**src/rtl/zbs_level_pkg.sv**
```systemverilog
package zbs_level_pkg;
    typedef enum logic [3:0] {
        TEST_LOGIC_RESET = 4'd0,
        RUN_TEST_IDLE    = 4'd1,
        SELECT_DR        = 4'd2,
        CAPTURE_DR       = 4'd3,
        SHIFT_DR         = 4'd4,
        EXIT1_DR         = 4'd5,
        PAUSE_DR         = 4'd6,
        EXIT2_DR         = 4'd7,
        UPDATE_DR        = 4'd8,
        SELECT_IR        = 4'd9,
        CAPTURE_IR       = 4'd10,
        SHIFT_IR         = 4'd11,
        EXIT1_IR         = 4'd12,
        PAUSE_IR         = 4'd13,
        EXIT2_IR         = 4'd14,
        UPDATE_IR        = 4'd15
    } tap_state_t;
endpackage

```
**src/rtl/zbs_tap_fsm.sv**
```systemverilog
module zbs_tap_fsm
    import zbs_level_pkg::*;
(
    input  logic       tck,
    input  logic       trst_n,
    input  logic       tms,
    output tap_state_t state,
    output tap_state_t next_state,
    output logic       from_capture
);
    always_comb begin
        next_state = state;
        unique case (state)
            TEST_LOGIC_RESET: next_state = tms ? TEST_LOGIC_RESET : RUN_TEST_IDLE;
            RUN_TEST_IDLE:    next_state = tms ? SELECT_DR : RUN_TEST_IDLE;
            SELECT_DR:        next_state = tms ? SELECT_IR : CAPTURE_DR;
            CAPTURE_DR:       next_state = tms ? EXIT1_DR  : SHIFT_DR;
            SHIFT_DR:         next_state = tms ? EXIT1_DR  : SHIFT_DR;
            EXIT1_DR:         next_state = tms ? UPDATE_DR : PAUSE_DR;
            PAUSE_DR:         next_state = tms ? EXIT2_DR  : PAUSE_DR;
            EXIT2_DR:         next_state = tms ? UPDATE_DR : SHIFT_DR;
            UPDATE_DR:        next_state = tms ? SELECT_DR : RUN_TEST_IDLE;
            SELECT_IR:        next_state = tms ? TEST_LOGIC_RESET : CAPTURE_IR;
            CAPTURE_IR:       next_state = tms ? EXIT1_IR  : SHIFT_IR;
            SHIFT_IR:         next_state = tms ? EXIT1_IR  : SHIFT_IR;
            EXIT1_IR:         next_state = tms ? UPDATE_IR : PAUSE_IR;
            PAUSE_IR:         next_state = tms ? EXIT2_IR  : PAUSE_IR;
            EXIT2_IR:         next_state = tms ? UPDATE_IR : SHIFT_IR;
            UPDATE_IR:        next_state = tms ? SELECT_DR : RUN_TEST_IDLE;
            default:          next_state = TEST_LOGIC_RESET;
        endcase
    end

    always_ff @(posedge tck or negedge trst_n) begin
        if (!trst_n) begin
            state        <= TEST_LOGIC_RESET;
            from_capture <= 1'b0;
        end else begin
            state        <= next_state;
            from_capture <= (state == CAPTURE_DR);
        end
    end

    // Update-DR is reachable only from one of the two DR exit states
    assert_update_dr_entry_R2: assert property (@(posedge tck) disable iff (!trst_n)
        (state == UPDATE_DR) |-> ($past(state) == EXIT1_DR || $past(state) == EXIT2_DR));

    // Shift-DR is entered only from Capture-DR, Exit2-DR or itself
    assert_shift_dr_entry_R2: assert property (@(posedge tck) disable iff (!trst_n)
        (state == SHIFT_DR) |-> ($past(state) == CAPTURE_DR || $past(state) == EXIT2_DR
                                 || $past(state) == SHIFT_DR));
endmodule

```
**src/rtl/zbs_ir_qual.sv**
```systemverilog
module zbs_ir_qual
    import zbs_level_pkg::*;
#(
    parameter int          IR_W        = 4,
    parameter logic [IR_W-1:0] BYPASS_CODE = '1,
    parameter logic [IR_W-1:0] IDCODE_CODE = 1
)(
    input  logic            tck,
    input  logic            trst_n,
    input  tap_state_t      state,
    input  tap_state_t      next_state,
    input  logic [IR_W-1:0] ir_code,
    output logic            count_en
);
    logic code_ok;

    always_comb code_ok = (ir_code == BYPASS_CODE) || (ir_code == IDCODE_CODE);

    always_ff @(posedge tck or negedge trst_n) begin
        if (!trst_n) begin
            count_en <= 1'b1;
        end else if (next_state == TEST_LOGIC_RESET) begin
            count_en <= 1'b1;
        end else if (state == UPDATE_IR) begin
            count_en <= code_ok;
        end
    end

    // enable only changes on leaving Update-IR or entering reset
    assert_en_stable_R10: assert property (@(posedge tck) disable iff (!trst_n)
        ($past(state) != UPDATE_IR && state != TEST_LOGIC_RESET) |-> $stable(count_en));
endmodule

```
**src/rtl/zbs_level_ctr.sv**
```systemverilog
module zbs_level_ctr
    import zbs_level_pkg::*;
#(
    parameter int LVL_W = 4
)(
    input  logic             tck,
    input  logic             trst_n,
    input  tap_state_t       state,
    input  tap_state_t       next_state,
    input  logic             from_capture,
    input  logic             count_en,
    output logic [LVL_W-1:0] level,
    output logic             locked,
    output logic [LVL_W-1:0] locked_val
);
    localparam logic [LVL_W-1:0] LVL_MAX = '1;

    logic clear_now;
    logic empty_scan;
    logic shift_entry;

    always_comb begin
        clear_now   = (next_state == TEST_LOGIC_RESET) || (next_state == CAPTURE_IR);
        empty_scan  = (state == EXIT1_DR) && from_capture && (next_state == UPDATE_DR);
        shift_entry = (next_state == SHIFT_DR) && (state != SHIFT_DR);
    end

    always_ff @(posedge tck or negedge trst_n) begin
        if (!trst_n) begin
            level      <= '0;
            locked     <= 1'b0;
            locked_val <= '0;
        end else if (clear_now) begin
            level      <= '0;
            locked     <= 1'b0;
            locked_val <= '0;
        end else if (count_en && !locked) begin
            if (empty_scan && level != LVL_MAX) begin
                level <= level + 1'b1;
            end
            if (shift_entry) begin
                locked     <= 1'b1;
                locked_val <= level;
            end
        end
    end

    // once locked, the lock and its value persist until a clear
    assert_lock_holds_R6: assert property (@(posedge tck) disable iff (!trst_n)
        (locked && !clear_now) |=> (locked && $stable(locked_val) && $stable(level)));

    // an empty scan at the top value keeps the level at the top
    assert_no_overflow_R7: assert property (@(posedge tck) disable iff (!trst_n)
        (level == LVL_MAX && !clear_now) |=> (level == LVL_MAX));

    // the level never moves by more than one step without a clear
    assert_step_one_R3: assert property (@(posedge tck) disable iff (!trst_n)
        (!clear_now) |=> (level == $past(level) || level == $past(level) + 1'b1));
endmodule

```
**src/rtl/zbs_level_top.sv**
```systemverilog
module zbs_level_top
    import zbs_level_pkg::*;
#(
    parameter int              IR_W        = 4,
    parameter int              LVL_W       = 4,
    parameter logic [IR_W-1:0] BYPASS_CODE = '1,
    parameter logic [IR_W-1:0] IDCODE_CODE = 1
)(
    input  logic             tck,
    input  logic             trst_n,
    input  logic             tms,
    input  logic [IR_W-1:0]  ir_code,
    output logic [LVL_W-1:0] ctl_level,
    output logic             level_locked,
    output logic [LVL_W-1:0] locked_level
);
    tap_state_t state;
    tap_state_t next_state;
    logic       from_capture;
    logic       count_en;

    zbs_tap_fsm u_fsm (
        .tck          (tck),
        .trst_n       (trst_n),
        .tms          (tms),
        .state        (state),
        .next_state   (next_state),
        .from_capture (from_capture)
    );

    zbs_ir_qual #(
        .IR_W        (IR_W),
        .BYPASS_CODE (BYPASS_CODE),
        .IDCODE_CODE (IDCODE_CODE)
    ) u_qual (
        .tck        (tck),
        .trst_n     (trst_n),
        .state      (state),
        .next_state (next_state),
        .ir_code    (ir_code),
        .count_en   (count_en)
    );

    zbs_level_ctr #(
        .LVL_W (LVL_W)
    ) u_ctr (
        .tck          (tck),
        .trst_n       (trst_n),
        .state        (state),
        .next_state   (next_state),
        .from_capture (from_capture),
        .count_en     (count_en),
        .level        (ctl_level),
        .locked       (level_locked),
        .locked_val   (locked_level)
    );

    // with counting disabled the level stays at zero and no lock exists
    assert_disabled_idle_R10: assert property (@(posedge tck) disable iff (!trst_n)
        (!count_en) |-> (ctl_level == '0 && !level_locked));

    // sitting in Shift-DR under an enabled instruction implies a lock
    assert_lock_in_shift_R5: assert property (@(posedge tck) disable iff (!trst_n)
        (state == SHIFT_DR && count_en) |-> level_locked);

    // in Test-Logic-Reset everything is cleared
    assert_tlr_clear_R8: assert property (@(posedge tck) disable iff (!trst_n)
        (state == TEST_LOGIC_RESET) |-> (ctl_level == '0 && !level_locked && count_en));
endmodule

```
**config.mk**
```make
export PLATFORM = sky130hd
export DESIGN_NAME = zbs_level_top
export DESIGN_NICKNAME = d
export VERILOG_FILES = /design/src/rtl/zbs_level_pkg.sv /design/src/rtl/zbs_tap_fsm.sv /design/src/rtl/zbs_ir_qual.sv /design/src/rtl/zbs_level_ctr.sv /design/src/rtl/zbs_level_top.sv
export SDC_FILE = /design/constraint.sdc
export NUM_CORES = 1
export LEC_CHECK = 0
export BUFFER_PORTS_ARGS = -buffer_cell sky130_fd_sc_hd__buf_2
export CAP_MARGIN = 20
export CORE_MARGIN = 2
export CORE_UTILIZATION = 55
export CTS_BUF_LIST = sky130_fd_sc_hd__clkbuf_8
export DETAILED_ROUTE_END_ITERATION = 7
export PLACE_DENSITY_LB_ADDON = 0.3
export SYNTH_ARGS = -nofsm -noshare
export SYNTH_HDL_FRONTEND = slang
export SYNTH_SLANG_ARGS = --single-unit
```
**constraint.sdc**
```tcl
create_clock -name tck -period 4.17 [get_ports tck]
set_input_delay 0.417 -clock tck [delete_from_list [all_inputs] [get_ports tck]]
set_output_delay 0.417 -clock tck [all_outputs]
set_load 0.05 [all_outputs]
```
==> results.toml, run 1 <==
[timing]
finalCritPeriodShare = 0.491
fmax_mhz = 488
rsz0062_at_grt = "no"
skew_ns = 0.00264
relSlewSlack = 0.269
setup-violations-final = 0
drv_slew = 0
min_period_ns = 2.05
fin_setup_tns_ns = 0
hold_viol_final = 0
tightest_slew_ns = 1.09
fin_ws_ns = 2.12

[synthesis]
syn_inst = 95
yosysTopAreaCellShare = 0.414
synth-async-reset-ratio = 1.00
netlist_top_cells_count = "dfrtp_1, nand2_1, o21ai_0, a21oi_1"
yosysSeqAreaShare = 0.445
synth_flop_cell = "dfrtp_1"
ys_ff_latch = 15
yosys_warnings = 0
synth_top_cell_by_area = "dfrtp_1"
synth.avg_cell_area_um2 = 8.92
syn_area_um2 = 847
synth.distinct_cells = 37
synth_nets = 103
synth_edf_count = 0
synthTopCellsByArea = "dfrtp_1, nand2_1, o21ai_0"

[final_layout]
final_nets = 117
seq_area_um2 = 377
areaGrowthSynthToFinish_pct = 13.6
diodes = 0
fillers = 123
multiInputGateArea_um2 = 430
drive_above_1_share = 0.213

[power]
ir_drop_uv = 516
p_int_uw = 363
pwr-share-clk = 0.173
sw_frac_of_total = 0.440
p_per_area_nw_per_um2 = 675
comb_power_share = 0.404
switchingPower_uw = 286
power_leakage_uw = 0.000444
p_seq_frac = 0.423

[min_path]
min_path_type = "input pin to async pin"

[clocking]
clock_path_buffers = 2
cts.reportedPaths.clkPinSlew_ns = 0.06
cts_buffers = 3
cts_tree = "done"
clkLatencyLatePin_ns = 0.24
holdBufCountCts = 0
htree_levels = 1
ctsResizeCount = 0
clock_sinks = 15
cts_root_buf = "clkbuf_8"
post-cts-setup-buffer-count = 0

[global_routing]
grt_start_max_net_pins = 18
grt_usage = 0.202
grt_pass1_wl_mm = 2.82
grt_pass1_vias = 625
antenna_found_initial = 0
grt-ovfl-total = 0

[critical_path]
setup.worst_path.start_class = "flip-flop"
crit_arrival_ns = 2.21
worstPathMaxFanout = 17
worstSetupPathType = "flip-flop to flip-flop"
required_ns = 4.34
crit_path_end_kind = "flip-flop"
reg2reg_slack_ns = 2.12

[route]
vias = 734
drc_errors = 0
wl_mm = 1.69
ant_nets = 0
wl_per_cell_um = 13.6
dr.pass1.iters = 4
first_iter_violations = 17
drt-vias-per-instance = 5.92

[flow_run]
cap_violations = 0

[die]
start_util = 0.576
die_w_um = 43.2
rows = 14
ios = 16
dieArea_um2 = 1870
dieHeight_um = 43.2
core_um2 = 1470

[placement]
placement.io_buffers = 15
dp_slack_ns = 2.13
hpwl_mm = 1.19
place_congestion = 0.809

[outcome]
status = "finished, final reports clean"
==> sequential cells by signal, indices dropped and copies added, names as in the netlist <==
register	flops
u_ctr.locked	1
u_qual.count_en	1
u_fsm.state	4
u_ctr.level	4
u_fsm.from_capture	1
u_ctr.locked_val	4
==> path summary, 6_finish.rpt <==
check | startpoint | end | cells after the start
setup reg to reg | u_fsm.state[3]$_DFF_PN0_ | u_ctr.level[2]$_DFFE_PN0P_ | 4
max in group asynchronous | trst_n | u_qual.count_en$_DFFE_PN1P_ | 1
min in group tck | u_ctr.locked$_DFFE_PN0P_ | u_ctr.locked$_DFFE_PN0P_ | 1
hold / removal | trst_n | u_fsm.from_capture$_DFF_PN0_ | 1
hold reg to reg | u_ctr.locked$_DFFE_PN0P_ | u_ctr.locked$_DFFE_PN0P_ | 1
setup / recovery | u_fsm.state[3]$_DFF_PN0_ | u_ctr.level[2]$_DFFE_PN0P_ | 4
==> per-layer routing <==
metal  up-vias  global-route usage  routed length [um]
li1        366                   -                   -
met1       344               0.285                 830
met2        22               0.296                 728
met3         2              0.0681                 118
met4         0              0.0545                  14
met5         -                   0                   0
==> cell usage in the layout, fill, tap and decap left out, types with 5 or more instances in the layout <==
cell type / instances
nand2_1: 14
o21ai_0: 7
dfrtp_1: 14
buf_2: 15
a21oi_1: 5
inv_1: 5
==> critical path: stages (launching register included) <==
cell	delay (ns)
dfrtp_1	0.53
nand2b_1	0.23
or4_1	0.63
or4_1	0.44
a21oi_1	0.15
==> layout make-up <==
type,instances,area share
multi-input combinational,70,0.447
sequential,15,0.391
timing repair buffer,15,0.0780
clock buffer,3,0.0429
tap,16,0.0208
inverter,4,0.0156
clock inverter,1,0.00390
==> cells by family (layout without fill, tap and decap cells) <==
group,count (synthesis),in the layout,share of synthesized area
and+or+nand+nor,39,39,0.245
AOI/OAI and AO/OA,27,27,0.214
DFF,15,15,0.445
buffers and inverters,10,23,0.0473
muxes,2,2,0.0236
adders and majority gates,1,1,0.0148
xor gates and xnor gates,1,1,0.0103
==> through the flow <==
step | cell area [um2] | hold slack [ns] | power (uW) | util | instances
finish | 962 | 0.0684 | 649 | 0.654 | 124
global route | 962 | 0.0905 | 694 | 0.654 | 124
CTS | 962 | 0.0812 | 647 | 0.654 | 124
detailed placement | 917 | 0.342 | 535 | 0.623 | 120
global placement | 917 | 0.339 | 525 | 0.623 | 120
floorplan | 847 | 0.121 | 477 | - | 95
==> power by group through the flow <==
stage | clock network [uW] | logic (uW) | registers, uW
finish | 112 | 262 | 275
global route | 121 | 287 | 286
CTS | 113 | 261 | 272
detailed placement | 0 | 260 | 275
global placement | 0 | 255 | 271
floorplan | 0 | 200 | 277
No activity file was read; power rests on OpenSTA's default activity.
==> run 2: changes to the inputs <==
ABC_AREA = 1   (was default)
CORE_UTILIZATION = 52   (was 55)
clock period = 1.7 ns   (was 4.17 ns; I/O delays follow)
==> results.toml, run 2 <==
[clocking]
cts_buffers = 3
cts_tree = "done"
htree_levels = 1
cts.reportedPaths.clkPinSlew_ns = 0.06
clkLatencyLatePin_ns = 0.25
cts_root_buf = "clkbuf_8"
clock_path_buffers = 2
clock_sinks = 15

[route]
first_iter_violations = 44
vias = 1119
wl_met2_mm = 1.38
top_layer = "met4"
drc_errors = 0
wirelength_met1_mm = 1.18
ant_nets = 0
drt-vias-per-instance = 5.46
wl_mm = 2.86
wl_per_cell_um = 14.0
route.met3.wl_um = 230
dr.pass1.iters = 4

[final_layout]
final_nets = 187
diodes = 0
areaGrowthSynthToFinish_pct = 39.9
fillers = 142
final_common_cell = "nand2_1"
final_cell_mix = "nand2_1, inv_1, buf_2"
seq_area_um2 = 382
reg_top3 = "u_ctr.level: 4 flops, u_ctr.locked_val: 4 flops, u_fsm.state: 4 flops"
drive_above_1_share = 0.455
final_cell_area_um2 = 1430
multiInputGateArea_um2 = 711
layout.cells.non_filler = 205

[critical_path]
path_delay_family = "simple AND/OR/NAND/NOR gates"
critPathLaunch = "u_fsm.state[1]$_DFF_PN0_"
reg2reg_to = "u_ctr.locked_val[0]$_DFFE_PN0P_"
cp.depth = 11
crit_arrival_ns = 1.90
slowest_stage = "dfrtp_2"
crit_path_end_kind = "flip-flop"
crit_buf_inv = 2
rr_worst_depth = 11
path_cells = "buf_4, nand3_1, nand2_1, inv_1, nand3_2, nor2_4, nand3_4, nand3_4, nand2_4, nand2_1, nand2_1"
worstSetupPathType = "flip-flop to flip-flop"
worstPathMaxFanout = 5
slowest_delay_ns = 0.45
crit_path_frequent_cell = "nand2_1"
required_ns = 1.84
r2r-start = "u_fsm.state[1]$_DFF_PN0_"
setup.worst_path.start_class = "flip-flop"
reg2reg_slack_ns = -0.06

[die]
dieHeight_um = 48.3
core_um2 = 1900
die_w_um = 48.3
dieArea_um2 = 2340
rows = 16
start_util = 0.537
ios = 16

[synthesis]
synth.avg_cell_area_um2 = 6.91
synthTopCellsByArea = "dfrtp_1, nand2_1, nor2_1"
syn_inst = 148
yosysSeqAreaShare = 0.368
ys_ff_latch = 15
synth_most_common_cell = "nand2_1"
synth_edf_count = 0
syn_area_um2 = 1020
yosys_warnings = 0
netlist_top_cells_count = "nand2_1, nor2_1, nand3_1, dfrtp_1, inv_1"
synth_top_cell_by_area = "dfrtp_1"
synth-async-reset-ratio = 1.00
synth_nets = 156
synth_flop_cell = "dfrtp_1"
synth.distinct_cells = 26
yosysTopAreaCellShare = 0.343

[timing]
drv_slew = 0
skew_ns = 0.00638
hold_viol_final = 0
setup-violations-final = 6
fmax_mhz = 568
finalCritPeriodShare = 1.04
fin_ws_ns = -0.0600
min_period_ns = 1.76
relSlewSlack = 0.764
rsz0062_at_grt = "yes"
tightest_slew_ns = 0.353

[placement]
place_congestion = 0.945
place_area_um2 = 1150
place_inst = 193
placement.io_buffers = 15
dp_slack_ns = -0.0612
hpwl_mm = 1.80

[min_path]
holdPathEnd = "u_qual.count_en$_DFFE_PN1P_"
min_path_type = "input pin to flip-flop"
min_from = "ir_code[1]"
holdPathStages = 4

[outcome]
violations = "setup timing"
status = "finished, violations left"

[power]
ir_drop_uv = 1240
p_per_area_nw_per_um2 = 1630
power_leakage_uw = 0.000800
power_uw = 2340

[global_routing]
grt_pass1_vias = 994
grt-ovfl-total = 0
grt_start_max_net_pins = 16
grt_usage = 0.215
antenna_found_initial = 0
grt_pass1_wl_mm = 4.04

[flow_run]
cap_violations = 0
## run 2: per-stage QoR
step | utilization | hold WS, ns | TNS (ns)
final | 0.752 | 0.245 | -0.202
after global placement | 0.605 | 0.0857 | -0.118
after floorplan | - | -0.126 | 0
after CTS | 0.660 | 0.250 | 0
after global routing | 0.752 | 0.297 | -1.14
after detailed placement | 0.605 | 0.0911 | -0.181
## run 2: layer usage
layer / GRT usage / vias to the layer above
met5: 0 / -
met3: 0.0586 / 14
met4: 0.0381 / 0
met1: 0.283 / 512
met2: 0.361 / 63
li1: - / 530
## run 2: worst register-to-register path, stage by stage (launching register included)
cell	delay [ns]
dfrtp_2	0.45
buf_4	0.17
nand3_1	0.14
nand2_1	0.07
inv_1	0.09
nand3_2	0.15
nor2_4	0.17
nand3_4	0.13
nand3_4	0.12
nand2_4	0.07
nand2_1	0.06
nand2_1	0.05
## run 2: logic make-up (layout without fill, tap and decap cells)
logic type | count (synthesis) | count (layout) | share of synthesized area
simple gates | 101 | 101 | 0.465
buf+inv | 21 | 51 | 0.0881
flops | 15 | 15 | 0.368
compound gates | 10 | 10 | 0.0661
fa+ha+maj | 1 | 1 | 0.0122
## run 2: layout make-up
type / count / area share
clock buffers: 3 / 0.0289
clock inverters: 1 / 0.00262
inverters: 19 / 0.0534
multi-input cells: 112 / 0.497
flip-flops and latches: 15 / 0.267
well taps: 27 / 0.0236
repair buffers: 28 / 0.128
## run 2: timing repair
action / in CTS / in global routing
hold endpoints to repair: 14 / 0
resized for setup: 6 / 43
pin swaps: 0 / 18
buffers inserted: 5 / 2
endpoints found under the setup margin: 8 / 9
hold buffers: 1 / 0
## run 2: worst max-delay path by stage
stage | slack (ns) | to
floorplan | 0.07 | u_ctr.level[3]$_DFFE_PN0P_
global placement | -0.03 | u_ctr.locked_val[0]$_DFFE_PN0P_
detailed placement | -0.06 | u_ctr.locked_val[0]$_DFFE_PN0P_
CTS | 0.0009 | u_ctr.locked_val[0]$_DFFE_PN0P_
global route | -0.17 | u_ctr.locked_val[0]$_DFFE_PN0P_
finish | -0.06 | u_ctr.locked_val[0]$_DFFE_PN0P_
## run 2: power breakdown
| group | total [uW] | switching, uW | leakage, uW | internal (uW) |
|---|---|---|---|---|
| registers | 528 | 105 | 0.000195 | 423 |
| clock network | 274 | 114 | 0.0000269 | 160 |
| logic | 1540 | 952 | 0.000578 | 583 |
| total | 2340 | 1170 | 0.000800 | 1170 |
==> run 3: changes to the inputs <==
GPL_ROUTABILITY_DRIVEN = 0   (was default)
RECOVER_POWER = 50   (was default)
==> results.toml, run 3 (synthesis gave the netlist of run 2 again) <==
[outcome]
status = "finished, violations left"
violations = "setup timing"

[clocking]
cts_tree = "done"
cts_buffers = 3
clock_sinks = 15
clkLatencyLatePin_ns = 0.25
cts.reportedPaths.clkPinSlew_ns = 0.06
clock_path_buffers = 2
cts_root_buf = "clkbuf_8"
htree_levels = 1

[route]
vias = 1119
drc_errors = 0
drt-vias-per-instance = 5.46
first_iter_violations = 50
dr.pass1.iters = 4
wl_mm = 2.86
wl_per_cell_um = 14.0
ant_nets = 0

[final_layout]
final_common_cell = "nand2_1"
fillers = 141
areaGrowthSynthToFinish_pct = 39.8
drive_above_1_share = 0.449
final_cell_mix = "nand2_1, inv_1, buf_2"
diodes = 0
final_nets = 187
reg_top3 = "u_ctr.level: 4 flops, u_ctr.locked_val: 4 flops, u_fsm.state: 4 flops"
final_core_util = 0.751

[die]
dieHeight_um = 48.3
die_w_um = 48.3
dieArea_um2 = 2340
start_util = 0.537
core_um2 = 1900
ios = 16
rows = 16

[critical_path]
required_ns = 1.84
path_delay_family = "simple AND/OR/NAND/NOR gates"
slowest_stage = "dfrtp_2"
crit_arrival_ns = 1.91
crit_path_end_kind = "flip-flop"
crit_buf_inv = 2
worstSetupPathType = "flip-flop to flip-flop"
slowest_delay_ns = 0.45
worstPathMaxFanout = 5
path_cells = "buf_4, nand3_1, nand2_1, inv_1, nand3_2, nor2_4, nand3_4, nand3_4, nand2_4, nand2_1, nand2_1"
setup.worst_path.start_class = "flip-flop"
crit_path_frequent_cell = "nand2_1"

[power]
power_uw = 2340
ir_drop_uv = 1250
power_leakage_uw = 0.000797
p_per_area_nw_per_um2 = 1640

[timing]
skew_ns = 0.00642
relSlewSlack = 0.473
tightest_slew_ns = 0.791
hold_viol_final = 0
fmax_mhz = 565
setup-violations-final = 7
drv_slew = 0
fin_ws_ns = -0.0692
min_period_ns = 1.77
finalCritPeriodShare = 1.04
rsz0062_at_grt = "yes"

[global_routing]
grt_usage = 0.215
grt_pass1_vias = 994
grt_pass1_wl_mm = 4.04
antenna_found_initial = 0
grt_start_max_net_pins = 16
grt-ovfl-total = 0

[placement]
dp_slack_ns = -0.0612
placement.io_buffers = 15
hpwl_mm = 1.80

[flow_run]
cap_violations = 0

[min_path]
min_path_type = "input pin to flip-flop"
run 3: cell type report:
cell class | count | area [um2] | area share
inverter | 19 | 76.3 | 0.0534
timing repair buffer | 28 | 181 | 0.127
tap | 27 | 33.8 | 0.0236
multi-input combinational | 112 | 711 | 0.497
clock buffer | 3 | 41.3 | 0.0289
clock inverter | 1 | 3.75 | 0.00263
sequential | 15 | 382 | 0.267
run 3: repair_timing:
item                                   4_1_cts  5_1_grt
resized for setup                            6       43
setup buffers                                5        2
hold buffers                                 1        0
cloned                                       0        0
setup endpoints to repair                    8        9
pin swaps                                    0       18
endpoints found under the hold margin       14        0
run 3: where the power goes:
| group | total [uW] | internal [uW] | switching (uW) |
|---|---|---|---|
| Combinational | 1540 | 583 | 956 |
| Clock | 275 | 160 | 115 |
| Sequential | 528 | 423 | 105 |
| Total | 2340 | 1170 | 1180 |
run 3: path summary, 6_finish.rpt:
| check | startpoint | endpoint | slack [ns] | cells past startpoint |
|---|---|---|---|---|
| worst max-delay path | u_fsm.state[1]$_DFF_PN0_ | u_ctr.locked_val[0]$_DFFE_PN0P_ | -0.07 | 11 |
| worst min-delay path | ir_code[1] | u_qual.count_en$_DFFE_PN1P_ | 0.24 | 4 |
| worst max register to register | u_fsm.state[1]$_DFF_PN0_ | u_ctr.locked_val[0]$_DFFE_PN0P_ | -0.07 | 11 |
| worst min register to register | u_ctr.locked_val[1]$_DFFE_PN0P_ | u_ctr.locked_val[1]$_DFFE_PN0P_ | 0.46 | 2 |
| max in group asynchronous | trst_n | u_fsm.state[0]$_DFF_PN0_ | 0.63 | 2 |
| min in group asynchronous | trst_n | u_ctr.locked_val[3]$_DFFE_PN0P_ | 0.52 | 2 |
run 3: tightest hold or removal path, delay by kind of cell:
family | cells | cell delay [ns]
simple gates | 1 | 0.06
buf+inv | 1 | 0.08
compound gates | 2 | 0.17
run 3: metrics by stage:
stage | instance area, um2 | TNS, ns | hold slack (ns) | instances
after floorplan | 1020 | 0 | -0.126 | 148
after global placement | 1150 | -0.118 | 0.0857 | 193
after detailed placement | 1150 | -0.181 | 0.0911 | 193
after CTS | 1250 | 0 | 0.250 | 203
after global routing | 1430 | -1.14 | 0.297 | 205
final | 1430 | -0.247 | 0.244 | 205
run 3: routing by layer:
layer | track usage | up-vias | wire, um
li1 | - | 531 | -
met1 | 0.283 | 516 | 1190
met2 | 0.361 | 57 | 1380
met3 | 0.0586 | 15 | 209
met4 | 0.0381 | 0 | 80
met5 | 0 | - | 0
